--- config.mk ---
export PLATFORM = sky130hd
export DESIGN_NAME = taken_branch_recorder
export DESIGN_NICKNAME = d
export VERILOG_FILES = /design/src/rtl/tbr_pkg.sv /design/src/rtl/tbr_cycle_ctr.sv /design/src/rtl/tbr_ring.sv /design/src/rtl/tbr_loop_meter.sv /design/src/rtl/taken_branch_recorder.sv
export SDC_FILE = /design/constraint.sdc
export NUM_CORES = 2
export LEC_CHECK = 0
export BUFFER_PORTS_ARGS = -buffer_cell sky130_fd_sc_hd__buf_2
export CORE_ASPECT_RATIO = 0.7
export CORE_MARGIN = 10
export CORE_UTILIZATION = 62
export CTS_CLUSTER_DIAMETER = 60
export DETAILED_ROUTE_END_ITERATION = 6
export PLACE_DENSITY_LB_ADDON = 0.3
export SETUP_SLACK_MARGIN = 0.1
export SLEW_MARGIN = 10
export SYNTH_ARGS = -nofsm -noshare
export SYNTH_HDL_FRONTEND = slang
export SYNTH_HIERARCHICAL = 1
export SYNTH_SLANG_ARGS = --single-unit
--- constraint.sdc ---
create_clock -name clk -period 15.7 [get_ports clk]
set_clock_uncertainty 0.2 [all_clocks]
set_input_delay 3.14 -clock clk [delete_from_list [all_inputs] [get_ports clk]]
set_output_delay 3.14 -clock clk [all_outputs]
set_load 0.02 [all_outputs]
--- src/rtl/tbr_pkg.sv ---
package tbr_pkg;
  localparam int unsigned DEF_DEPTH  = 32;
  localparam int unsigned DEF_ADDR_W = 32;
  localparam int unsigned DEF_TS_W   = 32;
  localparam int unsigned DEF_CNT_W  = 16;

  typedef enum logic {
    MS_IDLE  = 1'b0,
    MS_ARMED = 1'b1
  } meter_st_e;
endpackage

--- src/rtl/tbr_cycle_ctr.sv ---
module tbr_cycle_ctr #(
  parameter int unsigned TS_W = tbr_pkg::DEF_TS_W
) (
  input  logic            clk,
  input  logic            rst,
  output logic [TS_W-1:0] ts
);
  always_ff @(posedge clk) begin
    if (rst) ts <= '0;
    else     ts <= ts + TS_W'(1);
  end
endmodule

--- src/rtl/tbr_ring.sv ---
module tbr_ring #(
  parameter int unsigned DEPTH  = tbr_pkg::DEF_DEPTH,
  parameter int unsigned ADDR_W = tbr_pkg::DEF_ADDR_W,
  parameter int unsigned TS_W   = tbr_pkg::DEF_TS_W,
  localparam int unsigned PTR_W  = $clog2(DEPTH),
  localparam int unsigned FILL_W = $clog2(DEPTH + 1)
) (
  input  logic              clk,
  input  logic              rst,
  input  logic              wr_en,
  input  logic [ADDR_W-1:0] wr_pc,
  input  logic [ADDR_W-1:0] wr_tgt,
  input  logic [TS_W-1:0]   wr_ts,
  input  logic [PTR_W-1:0]  rd_idx,
  output logic              rd_hit,
  output logic [ADDR_W-1:0] rd_pc,
  output logic [ADDR_W-1:0] rd_tgt,
  output logic [TS_W-1:0]   rd_ts,
  output logic [FILL_W-1:0] fill
);
  localparam int unsigned REC_W   = 2 * ADDR_W + TS_W;
  localparam bit          IS_POW2 = ((1 << PTR_W) == DEPTH);
  localparam int          DEPTH_I = int'(DEPTH);

  logic [REC_W-1:0] mem [DEPTH];
  logic [REC_W-1:0] rd_q;
  logic [PTR_W-1:0] wp;
  logic [PTR_W-1:0] wp_nxt;
  logic [PTR_W-1:0] raddr;

  generate
    if (IS_POW2) begin : g_pow2
      assign wp_nxt = wp + PTR_W'(1);
      assign raddr  = wp - PTR_W'(1) - rd_idx;
    end else begin : g_any
      int back;
      assign wp_nxt = (wp == PTR_W'(DEPTH - 1)) ? '0 : wp + PTR_W'(1);
      always_comb begin
        back = int'(wp) + DEPTH_I - 1 - int'(rd_idx);
        if (back < 0)        back = back + DEPTH_I;
        if (back >= DEPTH_I) back = back - DEPTH_I;
      end
      assign raddr = PTR_W'(back);
    end
  endgenerate

  // storage: synchronous write and synchronous read, no reset
  always_ff @(posedge clk) begin
    if (wr_en) mem[wp] <= {wr_pc, wr_tgt, wr_ts};
    rd_q <= mem[raddr];
  end

  always_ff @(posedge clk) begin
    if (rst) begin
      wp     <= '0;
      fill   <= '0;
      rd_hit <= 1'b0;
    end else begin
      rd_hit <= (FILL_W'(rd_idx) < fill);
      if (wr_en) begin
        wp <= wp_nxt;
        if (fill != FILL_W'(DEPTH)) fill <= fill + FILL_W'(1);
      end
    end
  end

  assign rd_pc  = rd_q[REC_W-1 -: ADDR_W];
  assign rd_tgt = rd_q[TS_W +: ADDR_W];
  assign rd_ts  = rd_q[TS_W-1:0];
endmodule

--- src/rtl/tbr_loop_meter.sv ---
module tbr_loop_meter
  import tbr_pkg::*;
#(
  parameter int unsigned ADDR_W = DEF_ADDR_W,
  parameter int unsigned TS_W   = DEF_TS_W,
  parameter int unsigned CNT_W  = DEF_CNT_W
) (
  input  logic              clk,
  input  logic              rst,
  input  logic              cfg_we,
  input  logic [ADDR_W-1:0] cfg_outer,
  input  logic [ADDR_W-1:0] cfg_inner,
  input  logic              br_taken,
  input  logic [ADDR_W-1:0] br_pc,
  input  logic [TS_W-1:0]   br_ts,
  output logic              meas_valid,
  output logic [TS_W-1:0]   meas_cycles,
  output logic [CNT_W-1:0]  meas_inner
);
  meter_st_e         st;
  logic [ADDR_W-1:0] outer_q;
  logic [ADDR_W-1:0] inner_q;
  logic [TS_W-1:0]   last_ts;
  logic [CNT_W-1:0]  icnt;
  logic              hit_outer;
  logic              hit_inner;

  assign hit_outer = br_taken && (br_pc == outer_q);
  assign hit_inner = br_taken && (br_pc == inner_q);

  always_ff @(posedge clk) begin
    if (rst) begin
      st          <= MS_IDLE;
      outer_q     <= '0;
      inner_q     <= '0;
      last_ts     <= '0;
      icnt        <= '0;
      meas_valid  <= 1'b0;
      meas_cycles <= '0;
      meas_inner  <= '0;
    end else begin
      meas_valid <= 1'b0;
      if (cfg_we) begin
        outer_q <= cfg_outer;
        inner_q <= cfg_inner;
        st      <= MS_IDLE;
        icnt    <= '0;
      end else if (hit_outer) begin
        if (st == MS_ARMED) begin
          meas_valid  <= 1'b1;
          meas_cycles <= br_ts - last_ts;  // modular difference
          meas_inner  <= icnt;
        end
        last_ts <= br_ts;
        st      <= MS_ARMED;
        icnt    <= '0;
      end else if (hit_inner && (icnt != '1)) begin
        icnt <= icnt + CNT_W'(1);
      end
    end
  end
endmodule

--- src/rtl/taken_branch_recorder.sv ---
module taken_branch_recorder
  import tbr_pkg::*;
#(
  parameter int unsigned DEPTH  = DEF_DEPTH,
  parameter int unsigned ADDR_W = DEF_ADDR_W,
  parameter int unsigned TS_W   = DEF_TS_W,
  parameter int unsigned CNT_W  = DEF_CNT_W
) (
  input  logic                       clk,
  input  logic                       rst,
  input  logic                       br_taken,
  input  logic [ADDR_W-1:0]          br_pc,
  input  logic [ADDR_W-1:0]          br_tgt,
  input  logic                       cfg_we,
  input  logic [ADDR_W-1:0]          cfg_outer_pc,
  input  logic [ADDR_W-1:0]          cfg_inner_pc,
  input  logic                       freeze,
  input  logic [$clog2(DEPTH)-1:0]   rd_idx,
  output logic                       rd_hit,
  output logic [ADDR_W-1:0]          rd_pc,
  output logic [ADDR_W-1:0]          rd_tgt,
  output logic [TS_W-1:0]            rd_ts,
  output logic [$clog2(DEPTH+1)-1:0] fill_cnt,
  output logic                       meas_valid,
  output logic [TS_W-1:0]            meas_cycles,
  output logic [CNT_W-1:0]           meas_inner
);
  localparam int unsigned FILL_W = $clog2(DEPTH + 1);
  localparam int unsigned IDX_W  = $clog2(DEPTH);

  logic [TS_W-1:0] now_ts;
  logic            rec_en;

  assign rec_en = br_taken && !freeze;

  tbr_cycle_ctr #(.TS_W(TS_W)) u_ctr (
    .clk (clk),
    .rst (rst),
    .ts  (now_ts)
  );

  tbr_ring #(.DEPTH(DEPTH), .ADDR_W(ADDR_W), .TS_W(TS_W)) u_ring (
    .clk    (clk),
    .rst    (rst),
    .wr_en  (rec_en),
    .wr_pc  (br_pc),
    .wr_tgt (br_tgt),
    .wr_ts  (now_ts),
    .rd_idx (rd_idx),
    .rd_hit (rd_hit),
    .rd_pc  (rd_pc),
    .rd_tgt (rd_tgt),
    .rd_ts  (rd_ts),
    .fill   (fill_cnt)
  );

  tbr_loop_meter #(.ADDR_W(ADDR_W), .TS_W(TS_W), .CNT_W(CNT_W)) u_meter (
    .clk         (clk),
    .rst         (rst),
    .cfg_we      (cfg_we),
    .cfg_outer   (cfg_outer_pc),
    .cfg_inner   (cfg_inner_pc),
    .br_taken    (br_taken),
    .br_pc       (br_pc),
    .br_ts       (now_ts),
    .meas_valid  (meas_valid),
    .meas_cycles (meas_cycles),
    .meas_inner  (meas_inner)
  );
endmodule

==> run metrics <==
hold depth 2; row count 140; Worst path top cell family by delay buffers and inverters; Leakage Power 47.0 nW; Final setup viols 0; crit path kind input port to flip-flop; Reg-to-Reg Start u_ring/wp[0]; starting DRC count in detailed routing 9648; Fmax achieved 129 MHz; first-pass GRT wire length 472000 um; Synth cell types 75; IO buf count 289; Total GRT Usage 28.2%; DRT Pass-1 Iters 6; Starting Density 62.3%; Post-synth EDFFs 3072; largest net degree at the start of global routing 166; power per cell area 131 nW/um2; critical path cell sequence buf_2 > inv_1 > ha_4 > fa_4 > buf_4 > buf_4 > buf_12 > mux4_2 > mux2_2 > o22ai_1 > a221oi_2; Internal 0.0148 W; Reg2Reg Depth 9; DRT Wirelength 328000 um; yosys warns 6; fin area 144000 um2; post_cts resized 0; H-tree depth 5; post-layout power 0.0189 W; vias per inst 6.91; Area growth syn-to-layout 11.3%; net count of the mapped netlist 6287; synthesized netlist cell count 6100; fin nets 6701; worst slack at placement 7310 ps; clk sinks 3374; CP startpoint kind input port; Arr. time, crit path 8210 ps; area share of the largest cell type after synthesis 71.2%; Max-cap violations 0; CP Max Fanout 139; combinational share of power 8.6%; Clock Latency Late Sink 870 ps; max-slew violation count 0; Top FF cell, synth edfxtp_1; synth cell count leaders edfxtp_1, mux4_2, dfxtp_1; Num CTS Buffers 304; VDD IR max 91.2 uV; die area 228000 um2; syn avg cell area 21.2 um2; asr flop ratio synth 0%; remaining global-route overflow 0; crit share post-route 49.4%; initial antenna violation count 12; Die W 566 um; Setup crit end kind flip-flop; NetSw 0.00417 W; crit-path max cell delay 1360 ps; DR WL/cell 34.4 um; Hold Violations, Final 0; DRC 0; status finished clean; Worst Hold Endpoint u_meter/meas_inner[10]; final setup margin 7950 ps; most frequent CP cell buf_4; Mapped Area 130000 um2; Hold Path Class flip-flop to flip-flop; hpwl dp 152000 um; unrepaired setup endpoints after global routing false; Vias 65800; CTS tree yes; Layout fillers 12200; top-count cell post-synth edfxtp_1; clock power share 39.1%; Crit path required time 16160 ps; Bufs and invs on worst path 5; reg-to-reg slack, setup 9990 ps; dpl cell area 135000 um2; clk root buf clkbuf_16; Clock transition at path regs 60 ps; Max Root-Sink Buffers 4; slowest stage cell, crit path fa_4; layout cell share with drive strength beyond 1 28.3%; top cell type by total area after synthesis edfxtp_1; Die Y 403 um; Sw Share 22.0%; Post-CTS Setup Bufs 0; worst hold path startpoint u_meter/meas_inner[10]; post-route ant nets 0; power share of the sequential group 52.3%; vias in the first global route 66100; Final GP Congestion 0.816; r2r endpoint u_ring/rd_q[60]; Slew HR 11.2%; Fin Setup TNS 0 ps; synth top area cells edfxtp_1, mux4_2, dfxtp_1; Least-Margin Pin Slew 1330 ps; Yosys reg bits 3374; cts hold-fix bufs 0; Seq/Total Area, Yosys 75.8%; I/O Pins 290; core area 208000 um2; final worst path period need 7750 ps
## cells by family (layout without fill, tap and decap cells)
family                     Yosys count  after routing  share of synthesized area (%)
DFF                               3374           3374                           75.8
muxes                             1226           1226                           17.1
and+or+nand+nor                    522            522                           1.93
AOI/OAI and AO/OA                  426            426                           2.38
buffers and inverters              388           1043                           1.50
xor gates and xnor gates           115            115                          0.789
adders and majority gates           49             49                          0.485
other                                0              3                              0
## tightest hold or removal path: cells and delay by family (launching register included)
kind            cells  cell delay [ps]
flops               1              310
simple gates        1               50
compound gates      1               50
## how the worst max path moves through the flow
stage	start	to	slack [ps]	cells after the start
2_1_floorplan	br_taken	u_ring/mem[3][0]	1910	4
3_3_place_gp	rd_idx[0]	u_ring/rd_q[60]	7340	11
3_5_place_dp	rd_idx[0]	u_ring/rd_q[60]	7310	11
4_1_cts	rd_idx[0]	u_ring/rd_q[60]	8170	11
5_1_grt	rd_idx[0]	u_ring/rd_q[60]	7950	11
6_report	rd_idx[0]	u_ring/rd_q[60]	7950	11
## flip-flops by register name, summed over array words and instances (netlist names)
signal / cells
u_ring/rd_hit: 1
u_meter/meas_cycles: 32
u_meter/st: 1
u_ctr/ts: 32
u_ring/mem: 3072
u_ring/wp: 5
u_meter/inner_q: 32
u_meter/icnt: 16
u_meter/meas_valid: 1
u_meter/meas_inner: 16
u_ring/fill: 6
u_ring/rd_q: 96
u_meter/last_ts: 32
u_meter/outer_q: 32
## stage by stage
step	hold slack, ps	utilization, %	std cells
after floorplan	250	-	6100
after global placement	239	64.7	8977
after detailed placement	242	64.7	8977
after CTS	257	69.4	9524
after global routing	269	69.4	9524
final	254	69.4	9527
## per-layer routing
layer | wire [um] | GRT usage, % | vias up
met5 | 72 | 0 | -
met2 | 151000 | 43.1 | 4689
met1 | 125000 | 41.9 | 34400
met3 | 42300 | 6.83 | 634
li1 | - | - | 26100
met4 | 8870 | 7.20 | 10
## power groups by stage
stage                     sequential [W]  combinational, W  clock [W]
after floorplan                   0.0101           0.00109          0
after global placement            0.0101           0.00158          0
after detailed placement          0.0101           0.00161          0
after CTS                        0.00991           0.00164    0.00746
after global routing             0.00991           0.00173    0.00781
final                            0.00991           0.00163    0.00740
## placed cells by master (no fill, tap or decap), types with 18 or more instances in the layout
master / count
xor2_1: 57
nor2_4: 21
nand3_1: 28
o22ai_1: 97
edfxtp_1: 3072
buf_12: 28
a221oi_1: 59
clkbuf_16: 318
buf_2: 287
nand4_1: 25
mux2i_1: 262
nor4_1: 19
xnor2_1: 56
bufinv_16: 24
nand2_1: 121
clkbuf_1: 83
o21ai_0: 33
dfxtp_1: 300
mux4_2: 768
a21o_1: 18
inv_1: 66
clkinv_2: 46
buf_4: 113
nor2_1: 180
a21oi_1: 119
mux2_2: 195
a221oi_2: 37
ha_1: 46
clkinv_1: 41
## layout make-up
class,count,area (um2),share of cell area [%]
timing repair buffer,429,2860,1.98
clock buffer,416,8480,5.87
antenna,3,7.51,0.00520
clock inverter,131,1290,0.897
sequential,3374,98300,68.1
multi-input combinational,2338,29600,20.5
tap,2769,3460,2.40
inverter,67,251,0.174
Note: power is estimated with default switching activity, not from simulation.
